### src/rtl/excp_sel_pkg.sv
package excp_sel_pkg;
  localparam int NUM_LINES = 6;
  localparam int LN_IRQ  = 0;
  localparam int LN_FIQ  = 1;
  localparam int LN_VIRQ = 2;
  localparam int LN_VFIQ = 3;
  localparam int LN_NMI  = 4;
  localparam int LN_VNMI = 5;

  localparam int NUM_CLS = 3;
  localparam int CL_IRQ = 0;
  localparam int CL_FIQ = 1;
  localparam int CL_NMI = 2;

  localparam int CODE_IRQ  = 5;
  localparam int CODE_FIQ  = 6;
  localparam int CODE_VIRQ = 14;
  localparam int CODE_VFIQ = 15;
  localparam int CODE_NMI  = 26;
  localparam int CODE_VNMI = 27;
endpackage

### src/rtl/excp_pend.sv
module excp_pend
  import excp_sel_pkg::*;
#(
  parameter bit FEAT_NMI = 1'b1
) (
  input  logic                 clk,
  input  logic                 rst,
  input  logic [NUM_LINES-1:0] lines_i,
  input  logic                 vserr_i,
  input  logic                 exit_i,
  output logic [NUM_LINES-1:0] pend_o,
  output logic                 side_pend_o
);
  localparam logic [NUM_LINES-1:0] LINE_EN =
    FEAT_NMI ? {NUM_LINES{1'b1}} : ~((NUM_LINES'(1) << LN_NMI) | (NUM_LINES'(1) << LN_VNMI));

  logic [NUM_LINES-1:0] pend_q;
  logic                 side_q;

  always_ff @(posedge clk) begin
    if (rst) begin
      pend_q <= '0;
      side_q <= 1'b0;
    end else begin
      pend_q <= lines_i & LINE_EN;
      side_q <= vserr_i | exit_i;
    end
  end

  assign pend_o      = pend_q;
  assign side_pend_o = side_q;

  generate
    if (!FEAT_NMI) begin : g_chk_gate
      always_ff @(posedge clk) begin
        if (!rst) begin
          AST_NMI_NEVER_PENDS: assert (!pend_q[LN_NMI] && !pend_q[LN_VNMI]);
        end
      end
    end
  endgenerate
endmodule

### src/rtl/excp_mask.sv
module excp_mask
  import excp_sel_pkg::*;
#(
  parameter int NUM_LVL  = 4,
  parameter int LVL_W    = 2,
  parameter bit FEAT_NMI = 1'b1
) (
  input  logic [LVL_W-1:0]         cur_lvl_i,
  input  logic [NUM_CLS*LVL_W-1:0] tgt_lvl_i,
  input  logic                     irq_mask_i,
  input  logic                     fiq_mask_i,
  input  logic                     allint_i,
  input  logic                     sp_sel_i,
  input  logic [NUM_LVL-1:0]       nmi_ctl_i,
  input  logic [NUM_LVL-1:0]       spmask_ctl_i,
  output logic [NUM_CLS-1:0]       allow_o
);
  generate
    for (genvar c = 0; c < NUM_CLS; c++) begin : g_cls
      logic [LVL_W-1:0] tl;
      logic             below;
      logic             same;
      logic             nmi_block;
      logic             own_mask;

      assign tl    = tgt_lvl_i[c*LVL_W +: LVL_W];
      assign below = tl < cur_lvl_i;
      assign same  = tl == cur_lvl_i;

      if (FEAT_NMI) begin : g_nmi
        logic ctl_bit;
        logic sp_bit;
        always_comb begin
          ctl_bit = 1'b0;
          sp_bit  = 1'b0;
          for (int k = 0; k < NUM_LVL; k++) begin
            if (tl == LVL_W'(k)) begin
              ctl_bit = nmi_ctl_i[k];
              sp_bit  = spmask_ctl_i[k];
            end
          end
        end
        assign nmi_block = same & ((ctl_bit & allint_i) | (sp_bit & sp_sel_i));
      end else begin : g_no_nmi
        assign nmi_block = 1'b0;
      end

      if (c == CL_IRQ) begin : g_irq
        assign own_mask = irq_mask_i;
      end else if (c == CL_FIQ) begin : g_fiq
        assign own_mask = fiq_mask_i;
      end else begin : g_nmi_cls
        assign own_mask = 1'b0;
      end

      assign allow_o[c] = !below && !own_mask && !nmi_block;
    end
  endgenerate
endmodule

### src/rtl/excp_prio.sv
module excp_prio
  import excp_sel_pkg::*;
#(
  parameter int IDX_W    = 6,
  parameter bit FEAT_NMI = 1'b1
) (
  input  logic                 clk,
  input  logic                 rst,
  input  logic [NUM_LINES-1:0] pend_i,
  input  logic                 side_pend_i,
  input  logic [NUM_CLS-1:0]   allow_i,
  input  logic                 pwr_off_i,
  output logic                 take_o,
  output logic [IDX_W-1:0]     idx_o,
  output logic                 work_o
);
  logic [NUM_LINES-1:0] elig;
  logic                 take_d;
  logic [IDX_W-1:0]     idx_d;
  logic                 work_d;

  always_comb begin
    elig          = '0;
    elig[LN_IRQ]  = pend_i[LN_IRQ] & allow_i[CL_IRQ];
    elig[LN_FIQ]  = pend_i[LN_FIQ] & allow_i[CL_FIQ];
    elig[LN_VIRQ] = pend_i[LN_VIRQ];
    elig[LN_VFIQ] = pend_i[LN_VFIQ];
    elig[LN_NMI]  = FEAT_NMI & pend_i[LN_NMI] & allow_i[CL_NMI];
    elig[LN_VNMI] = FEAT_NMI & pend_i[LN_VNMI];
  end

  always_comb begin
    take_d = 1'b1;
    idx_d  = '0;
    if (elig[LN_NMI])       idx_d = IDX_W'(CODE_NMI);
    else if (elig[LN_FIQ])  idx_d = IDX_W'(CODE_FIQ);
    else if (elig[LN_IRQ])  idx_d = IDX_W'(CODE_IRQ);
    else if (elig[LN_VFIQ]) idx_d = IDX_W'(CODE_VFIQ);
    else if (elig[LN_VIRQ]) idx_d = IDX_W'(CODE_VIRQ);
    else if (elig[LN_VNMI]) idx_d = IDX_W'(CODE_VNMI);
    else                    take_d = 1'b0;
    work_d = !pwr_off_i && ((|pend_i) || side_pend_i);
  end

  always_ff @(posedge clk) begin
    if (rst) begin
      take_o <= 1'b0;
      idx_o  <= '0;
      work_o <= 1'b0;
    end else begin
      take_o <= take_d;
      idx_o  <= idx_d;
      work_o <= work_d;
    end
  end

  AST_NMI_BEATS_FIQ: assert property (@(posedge clk) disable iff (rst)
    (take_o && idx_o == IDX_W'(CODE_FIQ)) |-> $past(!(pend_i[LN_NMI] && allow_i[CL_NMI])));

  AST_IDLE_NO_TAKE: assert property (@(posedge clk) disable iff (rst)
    $past(pend_i == '0) |-> !take_o);
endmodule

### src/rtl/excp_select.sv
module excp_select
  import excp_sel_pkg::*;
#(
  parameter int NUM_LVL  = 4,
  parameter int LVL_W    = $clog2(NUM_LVL),
  parameter int IDX_W    = 6,
  parameter bit FEAT_NMI = 1'b1
) (
  input  logic                     clk,
  input  logic                     rst,
  input  logic [NUM_LINES-1:0]     irq_lines_i,
  input  logic                     vserr_req_i,
  input  logic                     exit_req_i,
  input  logic                     pwr_off_i,
  input  logic [LVL_W-1:0]         cur_lvl_i,
  input  logic [NUM_CLS*LVL_W-1:0] tgt_lvl_i,
  input  logic                     irq_mask_i,
  input  logic                     fiq_mask_i,
  input  logic                     allint_i,
  input  logic                     sp_sel_i,
  input  logic [NUM_LVL-1:0]       nmi_ctl_i,
  input  logic [NUM_LVL-1:0]       spmask_ctl_i,
  output logic                     take_o,
  output logic [IDX_W-1:0]         excp_idx_o,
  output logic                     has_work_o
);
  logic [NUM_LINES-1:0] pend;
  logic                 side_pend;
  logic [NUM_CLS-1:0]   allow;

  excp_pend #(.FEAT_NMI(FEAT_NMI)) u_pend (
    .clk        (clk),
    .rst        (rst),
    .lines_i    (irq_lines_i),
    .vserr_i    (vserr_req_i),
    .exit_i     (exit_req_i),
    .pend_o     (pend),
    .side_pend_o(side_pend)
  );

  excp_mask #(.NUM_LVL(NUM_LVL), .LVL_W(LVL_W), .FEAT_NMI(FEAT_NMI)) u_mask (
    .cur_lvl_i   (cur_lvl_i),
    .tgt_lvl_i   (tgt_lvl_i),
    .irq_mask_i  (irq_mask_i),
    .fiq_mask_i  (fiq_mask_i),
    .allint_i    (allint_i),
    .sp_sel_i    (sp_sel_i),
    .nmi_ctl_i   (nmi_ctl_i),
    .spmask_ctl_i(spmask_ctl_i),
    .allow_o     (allow)
  );

  excp_prio #(.IDX_W(IDX_W), .FEAT_NMI(FEAT_NMI)) u_prio (
    .clk        (clk),
    .rst        (rst),
    .pend_i     (pend),
    .side_pend_i(side_pend),
    .allow_i    (allow),
    .pwr_off_i  (pwr_off_i),
    .take_o     (take_o),
    .idx_o      (excp_idx_o),
    .work_o     (has_work_o)
  );

  AST_IRQ_NEEDS_UNMASK: assert property (@(posedge clk) disable iff (rst)
    (take_o && excp_idx_o == IDX_W'(CODE_IRQ)) |-> $past(!irq_mask_i));

  AST_FIQ_NEEDS_UNMASK: assert property (@(posedge clk) disable iff (rst)
    (take_o && excp_idx_o == IDX_W'(CODE_FIQ)) |-> $past(!fiq_mask_i));

  AST_NMI_NOT_LOWER: assert property (@(posedge clk) disable iff (rst)
    (take_o && excp_idx_o == IDX_W'(CODE_NMI)) |->
      $past(tgt_lvl_i[CL_NMI*LVL_W +: LVL_W] >= cur_lvl_i));

  AST_NO_WORK_POWERED_OFF: assert property (@(posedge clk) disable iff (rst)
    has_work_o |-> $past(!pwr_off_i));

  AST_FIRST_CYCLE_QUIET: assert property (@(posedge clk)
    $past(rst) |-> (!take_o && !has_work_o));

  generate
    if (!FEAT_NMI) begin : g_no_feat_chk
      AST_NO_NMI_INDEX: assert property (@(posedge clk) disable iff (rst)
        !(take_o && (excp_idx_o == IDX_W'(CODE_NMI) || excp_idx_o == IDX_W'(CODE_VNMI))));
    end
  endgenerate
endmodule

### config.mk
export PLATFORM = sky130hd
export DESIGN_NAME = excp_select
export DESIGN_NICKNAME = d
export VERILOG_FILES = /design/src/rtl/excp_sel_pkg.sv /design/src/rtl/excp_pend.sv /design/src/rtl/excp_mask.sv /design/src/rtl/excp_prio.sv /design/src/rtl/excp_select.sv
export SDC_FILE = /design/constraint.sdc
export NUM_CORES = 1
export LEC_CHECK = 0
export BUFFER_PORTS_ARGS = -buffer_cell sky130_fd_sc_hd__buf_4
export CAP_MARGIN = 20
export CORE_ASPECT_RATIO = 0.8
export CORE_UTILIZATION = 40
export CTS_BUF_LIST = sky130_fd_sc_hd__clkbuf_16
export DETAILED_ROUTE_END_ITERATION = 8
export GPL_ROUTABILITY_DRIVEN = 0
export HOLD_SLACK_MARGIN = 0.08
export PLACE_DENSITY_LB_ADDON = 0.1
export SLEW_MARGIN = 15
export SYNTH_ARGS = -nofsm -noshare
export SYNTH_HDL_FRONTEND = slang
export SYNTH_SLANG_ARGS = --single-unit
### constraint.sdc
create_clock -name clk -period 1.7 [get_ports clk]
set_clock_uncertainty 0.05 [all_clocks]
set_input_delay 0.34 -clock clk [delete_from_list [all_inputs] [get_ports clk]]
set_output_delay 0.34 -clock clk [all_outputs]
set_load 0.1 [all_outputs]
[Word-level counts from Yosys, hierarchy flattened]
Cells that the tools add are included.
Cells by class
  magnitude comparators: 3
  multiplexer cells: 36
  reduce and logical (&&, ||, !) cells: 23
  eq/ne operators: 12
  bitwise operators: 16
Operator list (number)
  1-bit two-way mux: 30
  5-bit two-way mux: 6
  1-bit AND: 12
  2-bit == test (second input constant): 6
  6-bit OR reduction: 2
  1-bit logical NOT: 9
  2-bit by 1-bit == test with 1-bit output (second input constant): 3
  2-bit == test: 3
  1-bit logical AND: 6
  2-bit logical NOT: 3
  2-bit < comparator: 3
  1-bit OR: 4
  3-bit OR reduction: 1
  2-bit OR reduction: 1
  1-bit logical OR: 1
Storage, ports and cells
  register bits: 15
  output and inout bits: 8
  input port bits: 31

[Depth between registers and ports, before layout]
Gate-level depths: netlist (run 1).
  word-level depth: 14
  gate-level depth with buffers: 6
  mapped depth without buffers: 6

[Hierarchy]
A second synthesis (run 1) with hierarchy kept.
Second synthesis, totals
  cell total of the unflattened synthesis: 72
  area, all modules: 805.8 um2
Modules (own cells, without submodules)
  excp_mask: area an instance 309.0 um2, instances 1, cells each 28
  excp_prio: area an instance 294.0 um2, instances 1, cells each 30
  excp_pend: area an instance 202.7 um2, instances 1, cells each 14

[Least setup slack after synthesis (run 1)]
Ideal clock, no wire load.
  kind: in2reg
  start: input cur_lvl_i[1]
  end: register u_prio.idx_o[2]
  setup slack: -25 ps
  stages: 6
  path buffers: 0
  data arrival time: 1553 ps
  data required time: 1528 ps
  library setup time: 122 ps
  path through: inv_1 -> ha_1 -> nor2b_1 -> o21ai_0 -> o22ai_2 -> o311a_1
On the way
  longest elaborated chain between the ends: 7
  elaborated cells between the ends (all ways): 26
Ends and longest elaborated chain
  start, declared: line excp_select.sv:15  | input logic [LVL_W-1:0] cur_lvl_i,
  2-bit < comparator or 2-bit == test (tied branches): line excp_mask.sv:27, excp_mask.sv:28
  1-bit logical NOT or 1-bit AND (tied branches): line excp_mask.sv:56, excp_mask.sv:43
  1-bit logical AND or 1-bit logical NOT (tied branches): line excp_mask.sv:56  | assign allow_o[c] = !below && !own_mask && !nmi_block;
  1-bit logical AND: line excp_mask.sv:56
  1-bit AND: line excp_prio.sv:24  | elig[LN_IRQ] = pend_i[LN_IRQ] & allow_i[CL_IRQ];
  5-bit two-way mux: line excp_prio.sv:37  | else if (elig[LN_IRQ]) idx_d = IDX_W'(CODE_IRQ);
  5-bit two-way mux: line excp_prio.sv:36  | else if (elig[LN_FIQ]) idx_d = IDX_W'(CODE_FIQ);
  end signal, assigned: line excp_prio.sv:52  | idx_o <= idx_d;
  end, declared: line excp_prio.sv:14  | output logic [IDX_W-1:0] idx_o,
Several ways; a longest one is shown, not always the timed one.
A chain may end at the register's enable or synchronous reset.

[Worst setup path in the final report (run 1)]
Same ends and word-level chain as after synthesis.

==> impl_metrics.csv, run 1 <==
group,metric,value,unit
synth,synth_nets,114,
run,maxCapViolCount,0,
pwr,power_frac_seq,32.0,%
grt,grtUsageTotal,22.1,%
floorplanning,initial_core_util,42.7,%
clock_network,cts_tree,"yes",
worst_setup_path,rr_worst_depth,5,
final_layout,multi_input_area,499,um2
pwr,p_int,798,uW
routing,ant_nets,0,
hold_path,worstHoldPathType,"in2reg",
pwr,pwr-share-comb,29.0,%
worst_setup_path,cp.required,1.78,ns
clock_network,h-tree-depth,1,
floorplanning,die_height,42.2,um
worst_setup_path,crit_chain,"buf_4 > inv_1 > ha_1 > nor2b_1 > o21ai_0 > o22ai_2 > o311a_1",
floorplanning,die_x,52.2,um
final_layout,final_common_cell,"buf_4",
worst_setup_path,worstSetupStartpointType,"input port",
placed_design,placed_cells,143,
final_layout,area_growth,53.8,%
pwr,swShare,29.6,%
synth,postSynthCellCount,77,
final_layout,finalInstanceArea,1240,um2
routing,routed_via_density,5.19,
sta,finalSetupViolCount,0,
floorplanning,rows,14,
routing,drtIter0Drc,31,
routing,wl_per_cell,13.8,um
routing,num_vias,763,
clock_network,clkSinkCount,14,
floorplanning,die_area,2200,um2
routing,routed_wl,2.03,mm
placed_design,placed_cell_area,1160,um2
clock_network,clock_path_buffers,2,
clock_network,cts_setup_buffers,0,
worst_setup_path,r2r-end,"u_prio.idx_o[0]$_SDFF_PP0_",
worst_setup_path,critPathMaxStageDelay,0.31,ns
placed_design,io_buffers,37,
sta,rsz0062_at_grt,"false",
pwr,power_density,913,nW/um2
worst_setup_path,rr_startpoint,"u_pend.pend_o[1]$_SDFF_PP0_",
clock_network,hold_buffers,0,
worst_setup_path,r2r_slack,0.30,ns
worst_setup_path,slowest_stage,"o311a_1",
final_layout,final_cell_mix,"buf_4, dfxtp_1, nor2b_1, inv_1, ha_1",
clock_network,cts_buffers,3,
worst_setup_path,cp-end-kind,"flop",
placed_design,hpwl,1.68,mm
final_layout,num_antenna_cells,0,
synth,synth.distinct_cells,30,
pwr,power_switching,336,uW
worst_setup_path,critPathMaxFanout,3,
sta,min_period_over_period,96.4,%
clock_network,clockRootBuffer,"clkbuf_16",
final_layout,register_area,280,um2
synth,synth-seq-cells,14,
grt,grt_overflow_total,0,
worst_setup_path,critPathKind,"in2reg",
sta,period_needed,1.64,ns
clock_network,cts_resized,0,
grt,grt_max_degree,15,
grt,antenna_found_initial,0,
synth,syn_area,807,um2
hold_path,worstHoldEndpoint,"u_prio.work_o$_SDFF_PP0_",
sta,slew_viol_final,0,
final_layout,instances_no_fill,147,
final_layout,layout-drive-gt1-share,43.9,%
grt,grt_pass1_wl,3.43,mm
floorplanning,ioPinCount,39,
synth,synth_warnings,0,
run_status,outcome,"finished, final reports clean",
worst_setup_path,crit_arrival,1.72,ns
routing,drc,0,
routing,firstDrtPassIters,4,
synth,syn_avg_cell_area,10.5,um2
pwr,power_frac_clock,39.0,%
clock_network,clock_latency,0.24,ns
sta,hold_viol,0,
pwr,peakVddDrop,0.688,mV
floorplanning,core_area,1890,um2
hold_path,min_from,"pwr_off_i",
final_layout,fillCellCount,160,
hold_path,min_path_cells,2,
pwr,leakagePower,0.000594,uW
grt,grt_pass1_vias,771,
final_layout,fin_nets,161,
synth,yosysSeqAreaShare,34.7,%
clock_network,path_clk_slew,0.05,ns
sta,timing.fmax,0.610,GHz
==> sequential cells by signal, indices dropped and copies added, names as in the netlist <==
register            flops
u_pend.pend_o           6
u_prio.idx_o            5
u_pend.side_pend_o      1
u_prio.take_o           1
u_prio.work_o           1
==> Yosys cell counts (all sizes together) <==
cell type   n  area, um2
o22ai       3       25.0
o311a       1       10.0
nor3        1       5.00
buf         1       7.51
or2         2       12.5
a31oi       2       12.5
o22a        1       8.76
mux4        6        143
nand3       1       5.00
dfxtp      14        280
nand2       1       3.75
nor2        3       11.3
ha          6       75.1
inv         6       22.5
o21bai      1       7.51
o21ai       3       15.0
and4        1       8.76
o221ai      1       8.76
a211oi      1       7.51
a22oi       1       7.51
clkbuf      1       3.75
nor4        1       6.26
a21oi       1       5.00
and3        4       25.0
nor2b      11       68.8
conb        1       3.75
a22o        2       17.5
==> per-stage QoR <==
step                      util [%]  setup slack, ns  power [uW]  hold WS, ns  TNS (ns)
after floorplan                  -           0.0452         574        0.362         0
final                         65.6           0.0611        1130        0.203         0
after detailed placement      61.1           -0.155         694        0.452    -0.793
after global placement        61.1           -0.111         687        0.458    -0.606
after global routing          65.6          0.00233        1180        0.204         0
after CTS                     65.3           0.0904        1130        0.206         0
==> power groups by stage <==
stage,sequential (uW),combinational [uW],clock (uW)
global route,365,351,465
global placement,368,320,0
detailed placement,369,325,0
floorplan,470,105,0
CTS,363,326,447
finish,363,329,443
==> cell type report <==
class,count,area share (%)
flip-flops and latches,14,22.6
multi-input cells,55,40.2
repair buffers,44,26.6
clock buffers,3,6.05
clock inverters,1,0.302
inverters,6,1.81
well taps,24,2.42
==> routing by layer <==
metal / part of all wire [%] / global-route usage (%) / up-vias / routed length, um
met2: 46 / 34.1 / 30 / 932
met4: 0.84 / 6.32 / 0 / 17
li1: - / - / 382 / -
met1: 45 / 29.4 / 349 / 915
met5: 0 / 0 / - / 0
met3: 8.2 / 7.25 / 2 / 167
==> critical path: cells and delay by family <==
family	cells	cell delay [ns]
AOI/OAI and AO/OA	3	0.74
adders and majority gates	1	0.27
buffers and inverters	2	0.22
and+or+nand+nor	1	0.13
==> kinds of logic (layout without fill, tap and decap cells) <==
family,count (synthesis),count (layout),share of synthesized area [%]
buf+inv,8,54,4.19
simple gates,25,25,18.1
fa+ha+maj,6,6,9.30
other cells,1,1,0.465
flops,14,14,34.7
mux,6,6,17.7
compound gates,17,17,15.5
==> how the worst max path moves through the flow <==
stage	depth (start not counted)	to	start
finish	7	u_prio.idx_o[2]$_SDFF_PP0_	cur_lvl_i[1]
global placement	5	u_prio.idx_o[0]$_SDFF_PP0_	tgt_lvl_i[2]
global route	8	u_prio.idx_o[0]$_SDFF_PP0_	cur_lvl_i[1]
CTS	7	u_prio.idx_o[2]$_SDFF_PP0_	cur_lvl_i[1]
detailed placement	7	u_prio.idx_o[2]$_SDFF_PP0_	cur_lvl_i[1]
floorplan	6	u_prio.idx_o[2]$_SDFF_PP0_	cur_lvl_i[1]
(Power assumes the default switching activity.)
==> inputs of run 2 (changes only) <==
--- a/config.mk
+++ b/config.mk
@@ -12,9 +12,11 @@
 export CTS_BUF_LIST = sky130_fd_sc_hd__clkbuf_16
 export DETAILED_ROUTE_END_ITERATION = 8
 export GPL_ROUTABILITY_DRIVEN = 0
+export GPL_TIMING_DRIVEN = 0
 export HOLD_SLACK_MARGIN = 0.08
 export PLACE_DENSITY_LB_ADDON = 0.1
 export SLEW_MARGIN = 15
 export SYNTH_ARGS = -nofsm -noshare
 export SYNTH_HDL_FRONTEND = slang
+export SYNTH_HIERARCHICAL = 1
 export SYNTH_SLANG_ARGS = --single-unit
==> run 2 against run 1 <==
  * The run now ends with DRC, setup timing left
  * Count of clock-buffer cells in the layout unchanged
  * Total power decreased by 1.5%
  * Hold slack improved by 0.011 ns
  * Core utilization decreased by 1.1 points
  * Via count decreased by 8.8%
  * Critical path type unchanged
  * Sequential share of layout area increased by 0.39 points
  * Wire length decreased by 18%
  * Sequential power about the same
  * Global-route usage decreased by 4.6 points
  * Largest power group unchanged
  * Setup slack got worse by 0.11 ns
==> impl_metrics.csv, run 2 <==
group,metric,value,unit
sta,finalSetupViolCount,3,
synth,synth-seq-cells,14,
clock_network,hold_buffers,0,
final_layout,layout-drive-gt1-share,51.8,%
synth,yosysMostFrequentCell,"dfxtp_1",
sta,hold_viol,0,
routing,routed_via_density,5.04,
clock_network,clkSinkCount,14,
sta,rsz0062_at_grt,"true",
sta,setup_ws,-0.0480,ns
run_status,violations,"DRC, setup timing",
sta,slew_viol_final,0,
pwr,power_density,915,nW/um2
final_layout,finalInstanceArea,1220,um2
sta,timing.hold.ws,0.215,ns
hold_path,min_from,"pwr_off_i",
floorplanning,die_x,52.2,um
sta,min_period_over_period,103,%
worst_setup_path,worstSetupStartpointType,"input port",
clock_network,clock_path_buffers,2,
synth,synthTopCellsByCount,"dfxtp_1, a21oi_1, inv_1, and2b_2, ha_1",
clock_network,clockRootBuffer,"clkbuf_16",
synth,synth_edf_count,0,
clock_network,h-tree-depth,1,
placed_design,hpwl,1.45,mm
final_layout,final_cell_mix,"buf_4, dfxtp_1, inv_1, a21oi_1",
pwr,peakVddDrop,1.01,mV
routing,wl_per_cell,12.1,um
routing,num_vias,696,
synth,synth_warnings,6,
placed_design,placed_cell_area,1120,um2
synth,syn_area,806,um2
final_layout,fin_nets,152,
grt,grtUsageTotal,17.5,%
sta,timing.fmax,0.572,GHz
synth,synth_area_leaders,"dfxtp_1, mux4_2, ha_1",
final_layout,final_common_cell,"buf_4",
final_layout,num_antenna_cells,0,
grt,grt_overflow_total,0,
worst_setup_path,cp-end-kind,"flop",
worst_setup_path,critPathKind,"in2reg",
floorplanning,core_area,1890,um2
pwr,leakagePower,0.000576,uW
worst_setup_path,crit_arrival,1.82,ns
grt,grt_pass1_vias,641,
hold_path,min_path_cells,2,
synth,yosys_most_used_dff,"dfxtp_1",
worst_setup_path,rr_startpoint,"u_pend/pend_o[4]$_SDFF_PP0_",
grt,antenna_found_initial,0,
run_status,outcome,"finished, violations left",
floorplanning,die_height,42.1,um
placed_design,io_buffers,37,
routing,ant_nets,0,
synth,synthArstFlopShare,0,%
clock_network,path_clk_slew,0.04,ns
worst_setup_path,rr_worst_depth,3,
final_layout,area_growth,51.4,%
sta,tns,-0.0676,ns
final_layout,largest_reg_flops,6,
run,maxCapViolCount,0,
synth,synth.distinct_cells,24,
routing,drc,2,
synth,synth_nets,109,
routing,drtIter0Drc,8,
clock_network,cts_buffers,3,
grt,grt_pass1_wl,2.75,mm
hold_path,worstHoldPathType,"in2reg",
worst_setup_path,cp.required,1.78,ns
floorplanning,rows,14,
floorplanning,die_area,2200,um2
floorplanning,initial_core_util,42.6,%
grt,grt_max_degree,15,
final_layout,final_core_utilization,64.5,%
worst_setup_path,critPathMaxFanout,3,
synth,yosysSeqAreaShare,34.8,%
clock_network,clock_latency,0.24,ns
synth,postSynthCellCount,72,
synth,synth_top_cell_by_area,"dfxtp_1",
routing,firstDrtPassIters,6,
sta,period_needed,1.75,ns
routing,routed_wl,1.66,mm
worst_setup_path,startpoint,"spmask_ctl_i[0]",
floorplanning,ioPinCount,39,
clock_network,cts_tree,"yes",
synth,syn_avg_cell_area,11.2,um2
synth,yosys.area.top_type_share,34.8,%
[run 2: layer usage]
metal	routed length [um]	part of all wire [%]	vias up	global-route usage [%]
li1	-	-	352	-
met1	794	48	326	22.5
met2	811	49	18	29.0
met3	57	3.4	0	6.52
met4	0	0	0	1.58
met5	0	0	-	0
[run 2: worst max-delay path: stages]
cell       delay, ns
buf_4           0.12
mux4_2          0.44
a22o_1          0.24
a311oi_2        0.28
and2_4          0.22
a2111oi_4       0.04
o2bb2ai_1       0.13
[run 2: cell families (layout without fill, tap and decap cells)]
| kind of cell | Yosys count | after routing | share of synthesized area, % |
|---|---|---|---|
| AND/OR/NAND/NOR | 19 | 19 | 15.2 |
| adder cells (fa/ha/maj) | 6 | 6 | 9.32 |
| multiplexers | 6 | 6 | 17.7 |
| flip-flops | 14 | 14 | 34.8 |
| buffers and inverters | 8 | 50 | 4.19 |
| AO/OA/AOI/OAI | 18 | 18 | 18.3 |
| other | 1 | 1 | 0.465 |
[run 2: area by class of cell]
type | count | area [um2]
plain buffers | 1 | 7.51
clock buffers | 3 | 75.1
clock inverters | 1 | 3.75
fillers | 156 | 672
inverters | 7 | 26.3
multi-input cells | 50 | 497
flip-flops and latches | 14 | 280
well taps | 24 | 30.0
repair buffers | 38 | 300
[run 2: timing repair]
| item | CTS | global route |
|---|---|---|
| gates resized for setup | 4 | 0 |
| buffers inserted | 1 | 0 |
| setup endpoints to repair | 6 | 6 |
| pin swaps | 2 | 5 |
[run 2: path summary, 6_finish.rpt]
check	to	slack (ns)
max	u_prio/idx_o[4]$_SDFF_PP0_	-0.05
min	u_prio/work_o$_SDFF_PP0_	0.21
max reg2reg	u_prio/work_o$_SDFF_PP0_	0.55
min reg2reg	u_prio/take_o$_SDFF_PP0_	0.50
[run 2: where the power goes]
part / internal (uW) / leakage, uW / total (uW) / switching (uW)
Clock: 309 / 0.0000385 / 426 / 117
Sequential: 353 / 0.000117 / 364 / 11.5
Combinational: 139 / 0.000421 / 326 / 188
Total: 801 / 0.000576 / 1120 / 316
[run 2: stage by stage]
step / power [uW] / setup WS [ns] / instances
after global placement: 687 / -0.330 / 133
final: 1120 / -0.0480 / 138
after detailed placement: 692 / -0.322 / 133
after floorplan: 584 / -0.0826 / 72
after CTS: 1130 / -0.0319 / 138
after global routing: 1160 / -0.113 / 138
==> inputs of run 3 (changes only) <==
--- a/config.mk
+++ b/config.mk
@@ -15,6 +15,7 @@
 export GPL_TIMING_DRIVEN = 0
 export HOLD_SLACK_MARGIN = 0.08
 export PLACE_DENSITY_LB_ADDON = 0.1
+export SETUP_SLACK_MARGIN = 0.3
 export SLEW_MARGIN = 15
 export SYNTH_ARGS = -nofsm -noshare
 export SYNTH_HDL_FRONTEND = slang
==> run 3 against run 2 <==
  * The run still ends with DRC, setup timing left
  * Register-to-register slack about the same
  * Sequential power is essentially flat
  * Setup slack is the same
  * Count of clock-buffer cells in the layout did not move
  * Sequential share of layout area unchanged
  * Clock power about the same
  * Critical path depth stayed put
  * Total power unchanged
  * Fmax did not move
  * First-iteration DRC count unchanged
  * Global-route usage did not move
==> impl_metrics.csv, run 3 (same netlist as run 2, synthesis figures left out) <==
group,metric,value,unit
run_status,outcome,"finished, violations left",
run_status,violations,"DRC, setup timing",
routing,routed_wl,1.66,mm
floorplanning,rows,14,
sta,finalSetupViolCount,3,
worst_setup_path,cp-end-kind,"flop",
sta,rsz0062_at_grt,"true",
worst_setup_path,crit_family,"compound AO/OA/AOI/OAI gates",
final_layout,area_growth,51.4,%
sta,timing.fmax,0.572,GHz
final_layout,instances_no_fill,138,
worst_setup_path,rr_startpoint,"u_pend/pend_o[4]$_SDFF_PP0_",
sta,period_needed,1.75,ns
worst_setup_path,path_depth,7,
worst_setup_path,rr_worst_depth,3,
floorplanning,initial_core_util,42.6,%
grt,antenna_found_initial,0,
clock_network,clkSinkCount,14,
clock_network,cts_buffers,3,
placed_design,hpwl,1.45,mm
pwr,power_density,915,nW/um2
pwr,power_frac_seq,32.6,%
run,maxCapViolCount,0,
sta,tns,-0.0676,ns
floorplanning,core_area,1890,um2
grt,grtUsageTotal,17.5,%
worst_setup_path,crit_buf_inv,1,
final_layout,layout-drive-gt1-share,51.8,%
clock_network,h-tree-depth,1,
worst_setup_path,critPathMaxFanout,3,
floorplanning,die_x,52.2,um
sta,min_period_over_period,103,%
grt,grt_overflow_total,0,
grt,grt_pass1_vias,641,
final_layout,final_common_cell,"buf_4",
placed_design,io_buffers,37,
worst_setup_path,cp.required,1.78,ns
worst_setup_path,critPathKind,"in2reg",
placed_design,placed_cells,133,
routing,ant_nets,0,
floorplanning,ioPinCount,39,
clock_network,clock_path_buffers,2,
final_layout,fin_nets,152,
routing,drtIter0Drc,8,
clock_network,clock_latency,0.24,ns
pwr,pwr-share-comb,29.2,%
sta,setup_ws,-0.0480,ns
routing,num_vias,696,
routing,routed_via_density,5.04,
floorplanning,die_height,42.1,um
routing,wl_per_cell,12.1,um
routing,firstDrtPassIters,6,
final_layout,largest_reg_flops,6,
worst_setup_path,cp-endpoint,"u_prio/idx_o[4]$_SDFF_PP0_",
grt,grt_max_degree,15,
worst_setup_path,slowest_stage,"mux4_2",
sta,hold_viol,0,
worst_setup_path,critPathMaxStageDelay,0.44,ns
clock_network,cts_tree,"yes",
worst_setup_path,startpoint,"spmask_ctl_i[0]",
worst_setup_path,crit_arrival,1.82,ns
final_layout,num_antenna_cells,0,
pwr,p_int,801,uW
pwr,power_switching,316,uW
sta,timing.hold.ws,0.215,ns
clock_network,path_clk_slew,0.04,ns
worst_setup_path,r2r-end,"u_prio/work_o$_SDFF_PP0_",
floorplanning,die_area,2200,um2
final_layout,final_cell_mix,"buf_4, dfxtp_1, inv_1, a21oi_1",
pwr,swShare,28.3,%
hold_path,worstHoldPathType,"in2reg",
routing,drc,2,
grt,grt_pass1_wl,2.75,mm
worst_setup_path,r2r_slack,0.55,ns
pwr,leakagePower,0.000576,uW
worst_setup_path,worstSetupStartpointType,"input port",
clock_network,clockRootBuffer,"clkbuf_16",
pwr,power_frac_clock,38.1,%
pwr,peakVddDrop,1.01,mV
worst_setup_path,crit_chain,"buf_4 > mux4_2 > a22o_1 > a311oi_2 > and2_4 > a2111oi_4 > o2bb2ai_1",
sta,slew_viol_final,0,
[run 3: worst min path at each step]
stage               startpoint                    endpoint  slack (ns)  cells past startpoint
floorplan                  rst  u_prio/idx_o[3]$_SDFF_PP0_        0.36                      1
global placement     pwr_off_i    u_prio/work_o$_SDFF_PP0_        0.46                      2
detailed placement   pwr_off_i    u_prio/work_o$_SDFF_PP0_        0.46                      2
CTS                  pwr_off_i    u_prio/work_o$_SDFF_PP0_        0.22                      2
global route         pwr_off_i    u_prio/work_o$_SDFF_PP0_        0.22                      2
finish               pwr_off_i    u_prio/work_o$_SDFF_PP0_        0.21                      2
[run 3: metrics by stage]
step	area, um2	power [uW]	util [%]	setup slack (ns)
2_1_floorplan	811	584	-	-0.0826
3_3_place_gp	1120	687	59.1	-0.330
3_5_place_dp	1120	692	59.1	-0.322
4_1_cts	1220	1130	64.5	-0.0319
5_1_grt	1220	1160	64.5	-0.113
6_report	1220	1120	64.5	-0.0480
[run 3: power by group through the flow]
stage | Sequential, uW | Clock (uW) | Combinational, uW
after detailed placement | 370 | 0 | 322
final | 364 | 426 | 326
after CTS | 364 | 435 | 328
after global routing | 367 | 450 | 348
after global placement | 369 | 0 | 318
after floorplan | 469 | 0 | 115
[run 3: worst register-to-register path, delay by kind of cell (launching register included)]
kind / cells / cell delay, ns
flip-flops: 1 / 0.33
AND/OR/NAND/NOR: 3 / 0.65
[run 3: area by class of cell]
cell class,instances,area (um2)
fillers,156,672
multi-input cells,50,497
repair buffers,38,300
flip-flops and latches,14,280
clock buffers,3,75.1
well taps,24,30.0
inverters,7,26.3
plain buffers,1,7.51
clock inverters,1,3.75
[run 3: metal layers]
metal	vias up	GRT usage, %	part of all wire [%]
li1	352	-	-
met5	-	0	0
met3	0	6.52	3.4
met4	0	1.58	0
met2	18	29.0	49
met1	326	22.5	48
[run 3: what timing repair did]
| action | in CTS | in global routing |
|---|---|---|
| endpoints found under the hold margin | 0 | 0 |
| endpoints found under the setup margin | 6 | 6 |
| buffers inserted | 1 | 0 |
| hold buffers | 0 | 0 |
| pin swaps | 2 | 5 |
| gates resized for setup | 4 | 0 |
